File: src/rtl/wmcb_pkg.sv
package wmcb_pkg;
   // Register indices on the bus
   localparam int REG_CFG  = 0;
   localparam int REG_LANE = 1;
   localparam int REG_STAT = 2;

   // Configuration word layout (decoded by the PHY side)
   localparam int STB_BIT   = 0;
   localparam int CADDR_LSB = 1;

   // Lane register: first idle-control bit
   localparam int LANE_LSB = 3;

   // Status word layout
   localparam int STAT_LOCK_BIT = 9;
   localparam int STAT_PEND_BIT = 10;
endpackage

File: src/rtl/wmask_reg.sv
module wmask_reg #(
   parameter int W = 16,
   parameter logic [W-1:0] RESET = '0
) (
   input  logic         clk,
   input  logic         rst_n,
   input  logic         wr_en,
   input  logic [W-1:0] mask,
   input  logic [W-1:0] wdata,
   output logic [W-1:0] q
);
   always_ff @(posedge clk or negedge rst_n) begin
      if (!rst_n)
         q <= RESET;
      else if (wr_en)
         q <= (q & ~mask) | (wdata & mask);
   end

   AST_MASK_HOLD: assert property (@(posedge clk) disable iff (!rst_n)
      wr_en |=> ((q & ~$past(mask)) == ($past(q) & ~$past(mask))));
   AST_MASK_LOAD: assert property (@(posedge clk) disable iff (!rst_n)
      wr_en |=> ((q & $past(mask)) == ($past(wdata) & $past(mask))));
endmodule

File: src/rtl/cfg_commit.sv
module cfg_commit (
   input  logic clk,
   input  logic rst_n,
   input  logic strobe_in,
   output logic commit
);
   logic strobe_prev;

   always_ff @(posedge clk or negedge rst_n) begin
      if (!rst_n)
         strobe_prev <= 1'b0;
      else
         strobe_prev <= strobe_in;
   end

   assign commit = strobe_in & ~strobe_prev;

   AST_PULSE_SINGLE: assert property (@(posedge clk) disable iff (!rst_n)
      commit |=> !commit);
endmodule

File: src/rtl/phy_cfg_store.sv
module phy_cfg_store #(
   parameter int AW = 6,
   parameter int DW = 4,
   parameter bit CLEAR_ON_RESET = 1'b1
) (
   input  logic          clk,
   input  logic          rst_n,
   input  logic          we,
   input  logic [AW-1:0] waddr,
   input  logic [DW-1:0] wdata,
   input  logic [AW-1:0] raddr,
   output logic [DW-1:0] rdata
);
   localparam int DEPTH = 2 ** AW;

   logic [DW-1:0] mem [DEPTH];

   generate
      if (CLEAR_ON_RESET) begin : g_clear
         always_ff @(posedge clk or negedge rst_n) begin
            if (!rst_n) begin
               for (int i = 0; i < DEPTH; i++) mem[i] <= '0;
            end else if (we) begin
               mem[waddr] <= wdata;
            end
         end
      end else begin : g_noclear
         always_ff @(posedge clk) begin
            if (we) mem[waddr] <= wdata;
         end
      end
   endgenerate

   assign rdata = mem[raddr];

   AST_STORE_WRITE: assert property (@(posedge clk) disable iff (!rst_n)
      we |=> (mem[$past(waddr)] == $past(wdata)));
endmodule

File: src/rtl/wmask_cfg_bank.sv
module wmask_cfg_bank
   import wmcb_pkg::*;
#(
   parameter int DATA_W  = 32,
   parameter int ADDR_W  = 2,
   parameter int LANES   = 4,
   parameter int CADDR_W = 6,
   parameter int CDATA_W = 4
) (
   input  logic               clk,
   input  logic               rst_n,
   input  logic               bus_wr,
   input  logic [ADDR_W-1:0]  bus_addr,
   input  logic [DATA_W-1:0]  bus_wdata,
   output logic [DATA_W-1:0]  bus_rdata,
   input  logic               pll_locked,
   input  logic               pll_out_pend,
   output logic [LANES-1:0]   lane_idle,
   output logic               phy_cfg_we,
   output logic [CADDR_W-1:0] phy_cfg_addr,
   output logic [CDATA_W-1:0] phy_cfg_data,
   input  logic [CADDR_W-1:0] store_raddr,
   output logic [CDATA_W-1:0] store_rdata
);
   localparam int HALF      = DATA_W / 2;
   localparam int CDATA_LSB = CADDR_LSB + CADDR_W;
   localparam logic [HALF-1:0] LANE_RST =
      HALF'(((1 << LANES) - 1) << LANE_LSB);

   generate
      if (DATA_W % 2 != 0) begin : g_bad_width
         $error("DATA_W must be even");
      end
      if (CDATA_LSB + CDATA_W > HALF) begin : g_bad_cfg
         $error("configuration fields exceed the lower half");
      end
      if (LANE_LSB + LANES > HALF) begin : g_bad_lanes
         $error("lane bits exceed the lower half");
      end
      if (STAT_PEND_BIT >= HALF || (1 << ADDR_W) < 3) begin : g_bad_stat
         $error("status bits or register index out of range");
      end
   endgenerate

   logic            wr_cfg, wr_lane;
   logic [HALF-1:0] cfg_q, lane_q, stat_w;
   logic [HALF-1:0] wr_mask, wr_val;

   assign wr_mask = bus_wdata[DATA_W-1:HALF];
   assign wr_val  = bus_wdata[HALF-1:0];
   assign wr_cfg  = bus_wr && (bus_addr == ADDR_W'(REG_CFG));
   assign wr_lane = bus_wr && (bus_addr == ADDR_W'(REG_LANE));

   wmask_reg #(.W(HALF), .RESET('0)) u_cfg_reg (
      .clk(clk), .rst_n(rst_n), .wr_en(wr_cfg),
      .mask(wr_mask), .wdata(wr_val), .q(cfg_q)
   );

   wmask_reg #(.W(HALF), .RESET(LANE_RST)) u_lane_reg (
      .clk(clk), .rst_n(rst_n), .wr_en(wr_lane),
      .mask(wr_mask), .wdata(wr_val), .q(lane_q)
   );

   cfg_commit u_commit (
      .clk(clk), .rst_n(rst_n),
      .strobe_in(cfg_q[STB_BIT]), .commit(phy_cfg_we)
   );

   assign phy_cfg_addr = cfg_q[CADDR_LSB +: CADDR_W];
   assign phy_cfg_data = cfg_q[CDATA_LSB +: CDATA_W];

   phy_cfg_store #(.AW(CADDR_W), .DW(CDATA_W), .CLEAR_ON_RESET(1'b1)) u_store (
      .clk(clk), .rst_n(rst_n), .we(phy_cfg_we),
      .waddr(phy_cfg_addr), .wdata(phy_cfg_data),
      .raddr(store_raddr), .rdata(store_rdata)
   );

   assign lane_idle = lane_q[LANE_LSB +: LANES];

   always_comb begin
      stat_w = '0;
      stat_w[STAT_LOCK_BIT] = pll_locked;
      stat_w[STAT_PEND_BIT] = pll_out_pend;
   end

   always_comb begin
      bus_rdata = '0;
      case (bus_addr)
         ADDR_W'(REG_CFG):  bus_rdata[HALF-1:0] = cfg_q;
         ADDR_W'(REG_LANE): bus_rdata[HALF-1:0] = lane_q;
         ADDR_W'(REG_STAT): bus_rdata[HALF-1:0] = stat_w;
         default:           bus_rdata = '0;
      endcase
   end

   AST_RISE_COMMITS: assert property (@(posedge clk) disable iff (!rst_n)
      (wr_cfg && wr_mask[STB_BIT] && wr_val[STB_BIT] && !cfg_q[STB_BIT])
      |=> phy_cfg_we);
   AST_HELD_NO_COMMIT: assert property (@(posedge clk) disable iff (!rst_n)
      (cfg_q[STB_BIT] && $past(cfg_q[STB_BIT])) |-> !phy_cfg_we);
   AST_EMPTY_WRITE: assert property (@(posedge clk) disable iff (!rst_n)
      (bus_wr && wr_mask == '0)
      |=> (cfg_q == $past(cfg_q) && lane_q == $past(lane_q)));
endmodule

File: config.mk
export PLATFORM = sky130hd
export DESIGN_NAME = wmask_cfg_bank
export DESIGN_NICKNAME = d
export VERILOG_FILES = /design/src/rtl/wmcb_pkg.sv /design/src/rtl/wmask_reg.sv /design/src/rtl/cfg_commit.sv /design/src/rtl/phy_cfg_store.sv /design/src/rtl/wmask_cfg_bank.sv
export SDC_FILE = /design/constraint.sdc
export NUM_CORES = 1
export LEC_CHECK = 0
export BUFFER_PORTS_ARGS = -buffer_cell sky130_fd_sc_hd__buf_2
export CAP_MARGIN = 30
export CORE_MARGIN = 1.5
export CORE_UTILIZATION = 35
export DETAILED_ROUTE_END_ITERATION = 7
export MAX_ROUTING_LAYER = met4
export SETUP_SLACK_MARGIN = 0.4
export SLEW_MARGIN = 30
export SYNTH_ARGS = -nofsm -noshare
export SYNTH_HDL_FRONTEND = slang
export SYNTH_SLANG_ARGS = --single-unit
File: constraint.sdc
create_clock -name clk -period 2.6 [get_ports clk]
set_input_delay 0.26 -clock clk [delete_from_list [all_inputs] [get_ports clk]]
set_output_delay 0.26 -clock clk [all_outputs]
set_load 0.01 [all_outputs]
# [Yosys cells after proc, flatten, opt, wreduce, memory -nomap -nowiden]
# Cells that the tools add are included.
[totals] output_inout_bits=51 word_cells=93 in_bits=45 reg_bits=289
[classes] n_reduce_logical=4 eq_ne=2 magnitude_cmp=3 muxes=7 bitwise=10
[ops] op="bitwise mux 256 bit" n=1
[ops] op="AND 16 bit" n=3
[ops] op="case mux 16 bit (3 select lines)" n=1
[ops] op="bitwise OR 16 bit" n=2
[ops] op="binary-select mux 4 bit (select 6 bit)" n=1
[ops] op="demux 4 bit (select 6 bit)" n=1
[ops] op="NOT 16 bit" n=1
[ops] op=">= comparator 7 bit, second input constant" n=2
[ops] op="NOT 6 -> 7 bit" n=2
[ops] op="2-to-1 mux 4 bit" n=3
[ops] op="< comparator 7 x 1 -> 1 bit, second input constant" n=1
[ops] op="logical AND 1 bit" n=3
[ops] op="equality test 2 x 1 -> 1 bit, second input constant" n=1
[ops] op="equality test 2 bit, second input constant" n=1
[ops] op="logical NOT 2 bit" n=1
[ops] op="AND 1 bit" n=1
[ops] op="NOT 1 bit" n=1

# [Longest topological paths before layout]
# Gate-level depths: netlist of the first run.
[depth] ltp_word=6 mapped_depth=8 mapped_depth_nobuf=4

# [Hierarchy]
# A second synthesis of the first run with hierarchy kept.
[unflattened] hier_cells=955 hier_area_um2=13857.0
[modules_own_cells] mod="phy_cfg_store" area_each_um2=11990.2 instances=1 seq_area_each_um2=6406.1 cells_per_inst=797
[modules_own_cells] mod="wmask_reg (u_lane_reg)" area_each_um2=705.7 instances=1 seq_area_each_um2=405.4 cells_per_inst=50
[modules_own_cells] mod="wmask_reg (u_cfg_reg)" area_each_um2=700.7 instances=1 seq_area_each_um2=400.4 cells_per_inst=50
[modules_own_cells] mod="wmask_cfg_bank" area_each_um2=421.7 instances=1 seq_area_each_um2=0.0 cells_per_inst=56
[modules_own_cells] mod="cfg_commit" area_each_um2=38.8 instances=1 seq_area_each_um2=25.0 cells_per_inst=2

# [Worst setup path before layout of the first run]
# Ideal clock, no wire load.
[synth_timing] path_type="input -> output" startpoint="in store_raddr[0]" endpoint="out store_rdata[2]" setup_slack_ns=0.627 path_stages=7 required_time_ns=2.340 path_buffers=3 arrival_ns=1.713 path_cell_list="buf_6 -> buf_8 -> buf_6 -> or3_1 -> o221ai_1 -> a211oi_1 -> o32ai_1"
[synth_via] elab_chain_len=4
[synth_rtl] element="start: declaration" line_no="wmask_cfg_bank.sv:22" source="input logic [CADDR_W-1:0] store_raddr,"
[synth_rtl] element="NOT 6 -> 7 bit (not written as such)" line_no="phy_cfg_store.sv:34" source="assign rdata = mem[raddr];"
[synth_rtl] element="binary-select mux 4 bit (select 6 bit)" line_no="phy_cfg_store.sv:34"
[synth_rtl] element="2-to-1 mux 4 bit (not written as such) (2 in series)" line_no="phy_cfg_store.sv:34"
[synth_rtl] element="end: declaration" line_no="wmask_cfg_bank.sv:23" source="output logic [CDATA_W-1:0] store_rdata"
# Every way passes these cells. The select of a mux whose other input is x is not followed.

# [Final worst setup path of the first run]
[layout_timing] startpoint="reg u_store.mem[83] in the netlist's numbering" endpoint="out store_rdata[3]"
[layout_via] elab_chain_len=3
[layout_rtl] element="start: declaration" line_no="phy_cfg_store.sv:16" source="logic [DW-1:0] mem [DEPTH];"
[layout_rtl] element="start signal: indexed assignment" line_no="phy_cfg_store.sv:24" source="mem[waddr] <= wdata;"
[layout_rtl] element="binary-select mux 4 bit (select 6 bit)" line_no="phy_cfg_store.sv:34"
[layout_rtl] element="2-to-1 mux 4 bit (not written as such) (2 in series)" line_no="phy_cfg_store.sv:34"
# Every way passes these cells. The select of a mux whose other input is x is not followed.

==> results.yml, run 1 <==
cts:
  clk_latency_ps: 520
  cts-root-buf: "clkbuf_16"
  cts_buffer_depth: 3
  htreeDepth: 2
  cts_buffers: 34
  numClockSinks: 289
  cts_tree: "built"
  clk_pin_slew_worst_paths_ps: 60
  cts_setup_buffers: 0
drt:
  vias: 8311
  antenna_left: 0
  route.detailed.drc: 0
  drtPass1Iterations: 5
  drt_iter0_drc: 493
  routed_wl_um: 32760
  drt-wirelength-per-cell_um: 20.38
  vias_per_cell: 5.172
critical_path:
  reg2reg_depth: 4
  ff2ff_setup_slack_ps: 510
  cp.arrival_ps: 2310
  cp-start-kind: "flop"
  cp.required_ps: 2340
  worst-path-max-fanout: 2
  rr_endpoint: "u_store.mem[103]$_DFFE_PN0P_"
  worstSetupPathType: "flop to output port"
  crit_path_end_kind: "output port"
die:
  start_util_pct: 35.56
  die_h_um: 201.6
  die_w_um: 201.6
  die-area_um2: 40640
  rows: 72
  io_pins: 96
  core_area_um2: 38830
cells_and_area:
  antennaDiodeCount: 0
  fin_nets: 1110
  drive_above_1_share_pct: 51.33
  fillCellCount: 3577
  design_area_um2: 16210
  layout_commonest_cell: "mux2_2"
  syn2layout_area_growth_pct: 17.41
  mostFrequentLayoutCells: "mux2_2, dfrtp_1, buf_2, nand2_1, mux4_2"
timing:
  setup_viol: 0
  fin_skew_ps: 12.14
  rsz0062_at_grt: "true"
  hold_ws_ps: 54.53
  postLayoutSetupSlackWorst_ps: 34.46
  worst_pin_slew_ps: 735.4
  finalCriticalPeriod_ps: 2566
  hold_violations: 0
  timing.fmax_mhz: 389.8
  setup-tns-final_ps: 0
  fin_crit_sh_pct: 98.67
  relSlewSlack_pct: 50.97
  slew_viol_final: 0
global_route:
  grt_pass1_vias: 8829
  overflow: 0
  grt_max_degree: 91
  grt_pass1_wl_um: 52700
  grt_use_total_pct: 17.10
  antenna_found_initial: 0
logic_synthesis:
  synth.avg_cell_area_um2: 14.29
  synth_top_area_share_pct: 51.66
  seq_area_frac_synth_pct: 52.42
  synth_warnings: 0
  ys_seq_elements: 289
  yosysTopAreaCell: "dfrtp_1"
  yosys-top-cells-area: "dfrtp_1, mux2_2, mux4_2"
  netlist_instances: 966
  ys_types: 43
  syn_area_um2: 13810
outcome:
  status: "completed"
placement:
  hpwl_um: 21830
  placed_area_um2: 14820
  io_buffers: 79
  gp_routability_congestion: 0.8392
  detailedPlace.worstSlack_ps: 159.2
pwr:
  p_clk_share_pct: 35.6
  p_seq_share_pct: 45.0
  p_per_area_nw_per_um2: 836.8
  power_frac_comb_pct: 19.4
  ir_worst_vdd_uv: 407.6
  p_leak_uw: 0.007613
  p_sw_uw: 3713
  sw_frac_of_total_pct: 27.37
  p_int_uw: 9852
min_path:
  holdCritStartpoint: "bus_wdata[16]"
  hp-class: "primary input to flop"
  hold_depth: 3
run:
  drv_cap: 0
-- power by group through the flow --
stage / registers (uW) / clock network (uW) / logic, uW
after floorplan: 5850 / 0 / 1970
after global placement: 6140 / 0 / 2560
after detailed placement: 6160 / 0 / 2610
after CTS: 6090 / 4980 / 2660
after global routing: 6220 / 5180 / 2860
final: 6100 / 4830 / 2630
-- through the flow --
step	cells	util, %	power, uW
finish	1607	41.75	13560
global route	1607	41.75	14250
global placement	1530	38.17	8704
CTS	1607	41.70	13730
floorplan	981	-	7814
detailed placement	1530	38.17	8772
-- layout make-up --
type	instances	area [um2]	area share, %
Timing Repair Buffer	138	993.5	6.129
Multi-Input combinational cell	601	6177	38.11
Clock inverter	12	158.9	0.9803
Tap cell	518	648.1	3.998
Inverter	1	3.754	0.02316
Sequential cell	289	7244	44.69
Clock buffer	48	983.4	6.067
-- worst max-delay path: stages (launching register included) --
cell     delay, ps
dfrtp_1        400
mux4_2         480
mux2_2         280
o21ai_0        280
o32ai_2        180
buf_2          170
-- worst max path at each step --
stage / start / endpoint / slack (ps) / depth (start not counted)
2_1_floorplan: store_raddr[0] / store_rdata[2] / 630 / 7
4_1_cts: u_store.mem[32]$_DFFE_PN0P_ / store_rdata[0] / 50 / 5
5_1_grt: u_store.mem[67]$_DFFE_PN0P_ / store_rdata[3] / 20 / 5
3_3_place_gp: store_raddr[0] / store_rdata[2] / 170 / 7
3_5_place_dp: store_raddr[2] / store_rdata[0] / 160 / 6
6_report: u_store.mem[83]$_DFFE_PN0P_ / store_rdata[3] / 30 / 5
-- synthesized netlist by cell type, drive strengths merged --
master	number
mux2	296
mux2i	28
dfstp	4
o22ai	12
mux4	60
nor3	2
o21ai	6
or3	3
nand3b	4
o21a	4
and2	7
dfrtp	285
inv	1
nor3b	5
nor2	49
o221ai	8
a211o	4
a211oi	4
and3b	4
o32ai	4
or3b	4
nor2b	3
nand4b	1
nand3	2
clkbuf	39
nand2	70
nand2b	3
and3	1
buf	51
or2	1
conb	1
-- cells by family after synthesis --
group           Yosys count  synth area share [%]
mux                     384                 35.96
other cells               1               0.02716
simple gates            159                 5.601
flops                   289                 52.42
buf+inv                  91                 3.779
compound gates           42                 2.211
-- per-layer routing --
metal	wire, um	up-vias	global-route usage, %
met3	1854	42	3.094
met1	14680	4370	23.41
li1	-	3692	-
met4	551	0	3.918
met5	0	-	-
met2	15670	207	26.47
-- timing repair --
item                                    CTS  global route
hold endpoints to repair                 83             0
gates resized for setup                  11             6
endpoints found under the setup margin    8            29
hold buffers                             17             0
pin swaps                                 3             2
Power figures use the tool's default switching activity.
==> run 2: changes to the inputs <==
--- a/config.mk
+++ b/config.mk
@@ -5,6 +5,7 @@
 export SDC_FILE = /design/constraint.sdc
 export NUM_CORES = 1
 export LEC_CHECK = 0
+export ABC_AREA = 1
 export BUFFER_PORTS_ARGS = -buffer_cell sky130_fd_sc_hd__buf_2
 export CAP_MARGIN = 30
 export CORE_MARGIN = 1.5
==> run 2 against run 1 <==
Compared with the run above:
- die area decreased by 2.4%
- total power decreased by 9.6%
- via count increased by 41%
- critical path depth increased by 4
- highest routed layer unchanged
==> results.yml, run 2 <==
cts:
  clk_latency_ps: 520
  cts_buffers: 34
  clk_pin_slew_worst_paths_ps: 60
  cts-root-buf: "clkbuf_16"
  cts_buffer_depth: 3
  numClockSinks: 289
  cts_setup_buffers: 0
  htreeDepth: 2
  cts_tree: "built"
critical_path:
  worstSetupPathType: "flop to output port"
  cp.arrival_ps: 1810
  rr_endpoint: "u_store.mem[211]$_DFFE_PN0P_"
  worst-path-max-fanout: 2
  cp-start-kind: "flop"
  cp.required_ps: 2340
  reg2reg_depth: 6
  ff2ff_setup_slack_ps: 660
  crit_path_end_kind: "output port"
cells_and_area:
  final_core_util_pct: 41.73
  drive_above_1_share_pct: 11.13
  mostFrequentLayoutCells: "nand2_1, dfrtp_1, o21ai_0, nand3_1, buf_2"
  layout_commonest_cell: "nand2_1"
  syn2layout_area_growth_pct: 16.97
  fin_nets: 1819
  fin_cells: 2308
  antennaDiodeCount: 0
timing:
  setup-tns-final_ps: 0
  fin_skew_ps: 19.52
  rsz0062_at_grt: "false"
  finalCriticalPeriod_ps: 2065
  fin_crit_sh_pct: 79.43
  hold_violations: 0
  relSlewSlack_pct: 46.79
  postLayoutSetupSlackWorst_ps: 534.9
  slew_viol_final: 0
  timing.fmax_mhz: 484.2
  setup_viol: 0
  worst_pin_slew_ps: 792.0
logic_synthesis:
  synth.avg_cell_area_um2: 7.899
  synthFlopType: "dfrtp_1"
  async_reset_ff_share_pct: 100.0
  synth_common_cells: "nand2_1, dfrtp_1, o21ai_0"
  seq_area_frac_synth_pct: 53.73
  yosys.cell_count.top_type: "nand2_1"
  netlist_instances: 1705
  ys_seq_elements: 289
  synth_top_area_share_pct: 52.95
  syn_area_um2: 13470
  synth_edf_count: 0
  yosys-top-cells-area: "dfrtp_1, nand2_1, o21ai_0"
  synth_warnings: 0
  yosysTopAreaCell: "dfrtp_1"
  ys_types: 18
min_path:
  hold_depth: 3
  hp-class: "primary input to flop"
  holdCritStartpoint: "bus_wdata[22]"
drt:
  route.detailed.drc: 0
  drt_iter0_drc: 1103
  antenna_left: 0
  drtPass1Iterations: 5
  vias_per_cell: 5.081
  routed_wl_um: 38770
  vias: 11726
  drt-wirelength-per-cell_um: 16.80
pwr:
  p_clk_share_pct: 38.9
  p_per_area_nw_per_um2: 778.4
  sw_frac_of_total_pct: 29.31
  p_int_uw: 8668
  p_sw_uw: 3594
  ir_worst_vdd_uv: 570.6
  power_frac_comb_pct: 16.1
  p_seq_share_pct: 45.0
  p_leak_uw: 0.007118
die:
  start_util_pct: 35.67
  io_pins: 96
  die_w_um: 199.2
  rows: 71
  die_h_um: 199.2
  die-area_um2: 39660
  core_area_um2: 37760
global_route:
  grt_pass1_wl_um: 62540
  gr-usage-met2_pct: 32.65
  grt_use_total_pct: 20.71
  use_met3_pct: 2.363
  grt_busiest_layer: "met2"
  met1_usage_pct: 28.45
  grt_pass1_vias: 11325
  antenna_found_initial: 0
  grt_max_degree: 79
  overflow: 0
placement:
  gp_routability_congestion: 0.8445
  place_inst: 2239
  io_buffers: 79
  detailedPlace.worstSlack_ps: 538.7
  hpwl_um: 24260
outcome:
  status: "completed"
run:
  drv_cap: 0
## run 2: worst max path at each step
stage                                            start                           end  slack [ps]  depth (start not counted)
after CTS                                         flop                  bus_rdata[1]         440                          3
after global routing      u_store.mem[177]$_DFFE_PN0P_                store_rdata[1]         410                          9
final                     u_store.mem[179]$_DFFE_PN0P_                store_rdata[3]         530                          9
after global placement                  store_raddr[0]                store_rdata[2]         550                         11
after detailed placement                store_raddr[0]                store_rdata[2]         540                         11
after floorplan                                   flop  u_store.mem[224]$_DFFE_PN0P_         890                          7
## run 2: worst max-delay path: stages, from the launching register on
cell and delay (ps):
dfrtp_1 370, nand2_1 90, nand3_1 110, nand3_1 90, nand2_1 90, nand2_1 50
nand3_1 120, nand3_2 140, nand2_1 120, buf_2 140
## run 2: timing repair
item | in CTS | in global routing
gates resized for setup | 0 | 8
endpoints found under the setup margin | 0 | 6
hold endpoints to repair | 70 | 0
hold buffers | 10 | 0
## run 2: routing by layer
metal / vias up / routed length, um
met1: 5578 / 17760
met4: 0 / 870
met3: 56 / 2265
met5: - / 0
li1: 5694 / -
met2: 398 / 17870
## run 2: final cells by class
| cell class | instances | area, um2 |
|---|---|---|
| fill | 3839 | 22000 |
| sequential | 289 | 7239 |
| multi-input combinational | 1280 | 5628 |
| clock buffer | 49 | 1041 |
| timing repair buffer | 132 | 979.7 |
| tap | 511 | 639.4 |
| inverter | 37 | 140.1 |
| clock inverter | 10 | 86.33 |
## run 2: cells by family (layout without fill, tap and decap cells)
| logic type | after synthesis | count (layout) | synth area share, % |
|---|---|---|---|
| and+or+nand+nor | 960 | 960 | 29.72 |
| AOI/OAI and AO/OA | 304 | 304 | 11.47 |
| DFF | 289 | 289 | 53.73 |
| buffers and inverters | 151 | 228 | 5.045 |
| other | 1 | 16 | 0.02784 |
## run 2: stage by stage
step	cell area, um2	total power [uW]	hold slack (ps)
after floorplan	13520	6731	-35.59
after global placement	14490	7497	272.3
after detailed placement	14490	7544	278.0
after CTS	15720	12370	0.5341
after global routing	15750	12880	11.12
final	15750	12260	17.02
## run 2: power groups by stage
stage               Combinational, uW  Clock, uW  Sequential (uW)
detailed placement               1960          0             5580
finish                           1980       4760             5520
CTS                              1990       4870             5510
global route                     2240       5050             5590
global placement                 1920          0             5580
floorplan                        1280          0             5460
==> run 3: changes to the inputs <==
--- a/config.mk
+++ b/config.mk
@@ -5,7 +5,7 @@
 export SDC_FILE = /design/constraint.sdc
 export NUM_CORES = 1
 export LEC_CHECK = 0
-export ABC_AREA = 1
+export ABC_AREA = 0
 export BUFFER_PORTS_ARGS = -buffer_cell sky130_fd_sc_hd__buf_2
 export CAP_MARGIN = 30
 export CORE_MARGIN = 1.5
==> constraint.sdc (replaced) <==
create_clock -name clk -period 1.7 [get_ports clk]
set_input_delay 0.17 -clock clk [delete_from_list [all_inputs] [get_ports clk]]
set_output_delay 0.17 -clock clk [all_outputs]
set_load 0.01 [all_outputs]
==> run 3 against run 2 <==
Compared with the run above:
- the flow now finishes with violations (setup timing)
- clock skew is 0.65 ps lower
- hold slack improved by 130 ps
- clock-buffer cell count is 2 lower
- critical path depth decreased by 4
- cell area rose by 25%
- worst setup slack got worse by 1300 ps
- utilization grew 8.9 points
- global-route usage down 1.1 points
- sequential power grew 69%
- flip-flop and latch count is the same
==> results.yml, run 3 (synthesis results as in run 1) <==
cells_and_area:
  syn2layout_area_growth_pct: 42.35
  layout_commonest_cell: "dfrtp_1"
  final_core_util_pct: 50.62
  design_area_um2: 19650
  mostFrequentLayoutCells: "dfrtp_1, mux2_2, mux2_4, buf_4, buf_6"
  drive_above_1_share_pct: 62.92
  antennaDiodeCount: 0
  fin_nets: 1262
  fin_cells: 1756
cts:
  cts_buffer_depth: 3
  cts_tree: "built"
  htreeDepth: 2
  cts-root-buf: "clkbuf_16"
  cts_buffers: 35
  clk_pin_slew_worst_paths_ps: 60
  numClockSinks: 289
  clk_latency_ps: 530
placement:
  placed_area_um2: 15990
  place_inst: 1602
  hpwl_um: 24080
  gp_routability_congestion: 0.8296
  io_buffers: 79
min_path:
  hp-class: "primary input to asynchronous set/reset pin"
drt:
  antenna_left: 0
  route.detailed.drc: 0
  vias_per_cell: 5.146
  drtPass1Iterations: 6
  routed_wl_um: 37850
  vias: 9037
  drt-wirelength-per-cell_um: 21.55
  drt_iter0_drc: 418
die:
  io_pins: 96
  die-area_um2: 40640
  core_area_um2: 38830
  die_h_um: 201.6
  rows: 72
  die_w_um: 201.6
  start_util_pct: 35.56
timing:
  fin_skew_ps: 18.88
  fin_crit_sh_pct: 144.7
  hold_violations: 0
  rsz0062_at_grt: "true"
  setup_viol: 247
  slew_viol_final: 0
  relSlewSlack_pct: 66.80
  postLayoutSetupSlackWorst_ps: -760.5
  timing.fmax_mhz: 406.4
  worst_pin_slew_ps: 496.4
  finalCriticalPeriod_ps: 2461
pwr:
  power_uw: 23230
  ir_worst_vdd_uv: 833.4
  p_leak_uw: 0.008833
  p_per_area_nw_per_um2: 1182
critical_path:
  reg2reg_depth: 6
  worstSetupPathType: "flop to output port"
  cp.required_ps: 1530
  worst-path-max-fanout: 2
  startpoint: "u_store.mem[110]$_DFFE_PN0P_"
  ff2ff_setup_slack_ps: -160
  cp.arrival_ps: 2290
  rr_endpoint: "u_store.mem[212]$_DFFE_PN0P_"
  crit_path_end_kind: "output port"
  cp-endpoint: "store_rdata[2]"
  cp-start-kind: "flop"
global_route:
  grt_pass1_vias: 9860
  grt_max_degree: 75
  grt_use_total_pct: 19.64
  overflow: 0
  antenna_found_initial: 0
  grt_pass1_wl_um: 59730
outcome:
  status: "finished with violations"
  violations: "setup timing"
run:
  drv_cap: 0
[run 3: changes by cell type in the layout (fill, tap and decap cells not counted), sizes merged, moves of 28 or more]
cell   delta
mux2    +296
mux2i    +28
nand3   -216
nor2     +43
inv      -35
buf     +133
mux4     +60
nand2   -651
o21ai   -291
[run 3: how the worst min path moves through the flow]
stage          startpoint                            to  slack [ps]
2_1_floorplan       rst_n    asynchronous set/reset pin        -130
6_report            rst_n   u_store.mem[82]$_DFFE_PN0P_         150
3_5_place_dp        rst_n   u_store.mem[85]$_DFFE_PN0P_          90
5_1_grt             rst_n   u_store.mem[85]$_DFFE_PN0P_         160
3_3_place_gp        rst_n  u_store.mem[161]$_DFFE_PN0P_         100
4_1_cts             rst_n  u_store.mem[168]$_DFFE_PN0P_         140
[run 3: final cells by class]
class	instances	area, um2
repair buffers	289	2997
clock buffers	47	1013
fillers	3194	19170
clock inverters	11	147.6
flip-flops and latches	289	7252
well taps	518	648.1
multi-input cells	601	7591
inverters	1	3.754
[run 3: power breakdown]
part | internal, uW | switching (uW)
registers | 8380 | 944
clock network | 4630 | 2910
logic | 3650 | 2720
total | 16700 | 6570
[run 3: stage by stage]
stage          worst slack, ps  TNS (ps)  hold slack [ps]
3_5_place_dp            -392.9    -20630            94.62
6_report                -760.5    -26380            145.4
2_1_floorplan           -69.57     -7185           -125.6
3_3_place_gp            -383.7    -15880            96.16
5_1_grt                 -802.2    -43960            162.0
4_1_cts                 -761.5    -26330            141.6
[run 3: critical path, cell delays in order (launching register included)]
cell and delay, ps:
dfrtp_1 430, mux4_2 500, mux2_4 300, a211oi_4 240
o32ai_2 150, buf_2 160
[run 3: layer usage]
layer	track usage (%)	wire length (um)
met5	-	0
met4	6.130	969
met3	3.385	1695
met2	31.71	18680
met1	25.23	16500
[run 3: repair_timing]
item                                   in CTS  in global routing
endpoints found under the hold margin     314                  0
gates resized for setup                   296                 25
buffers inserted                           47                 16
pin swaps                                  54                 29
hold buffers                               33                  0
setup endpoints to repair                 289                291
gates cloned                                0                  0
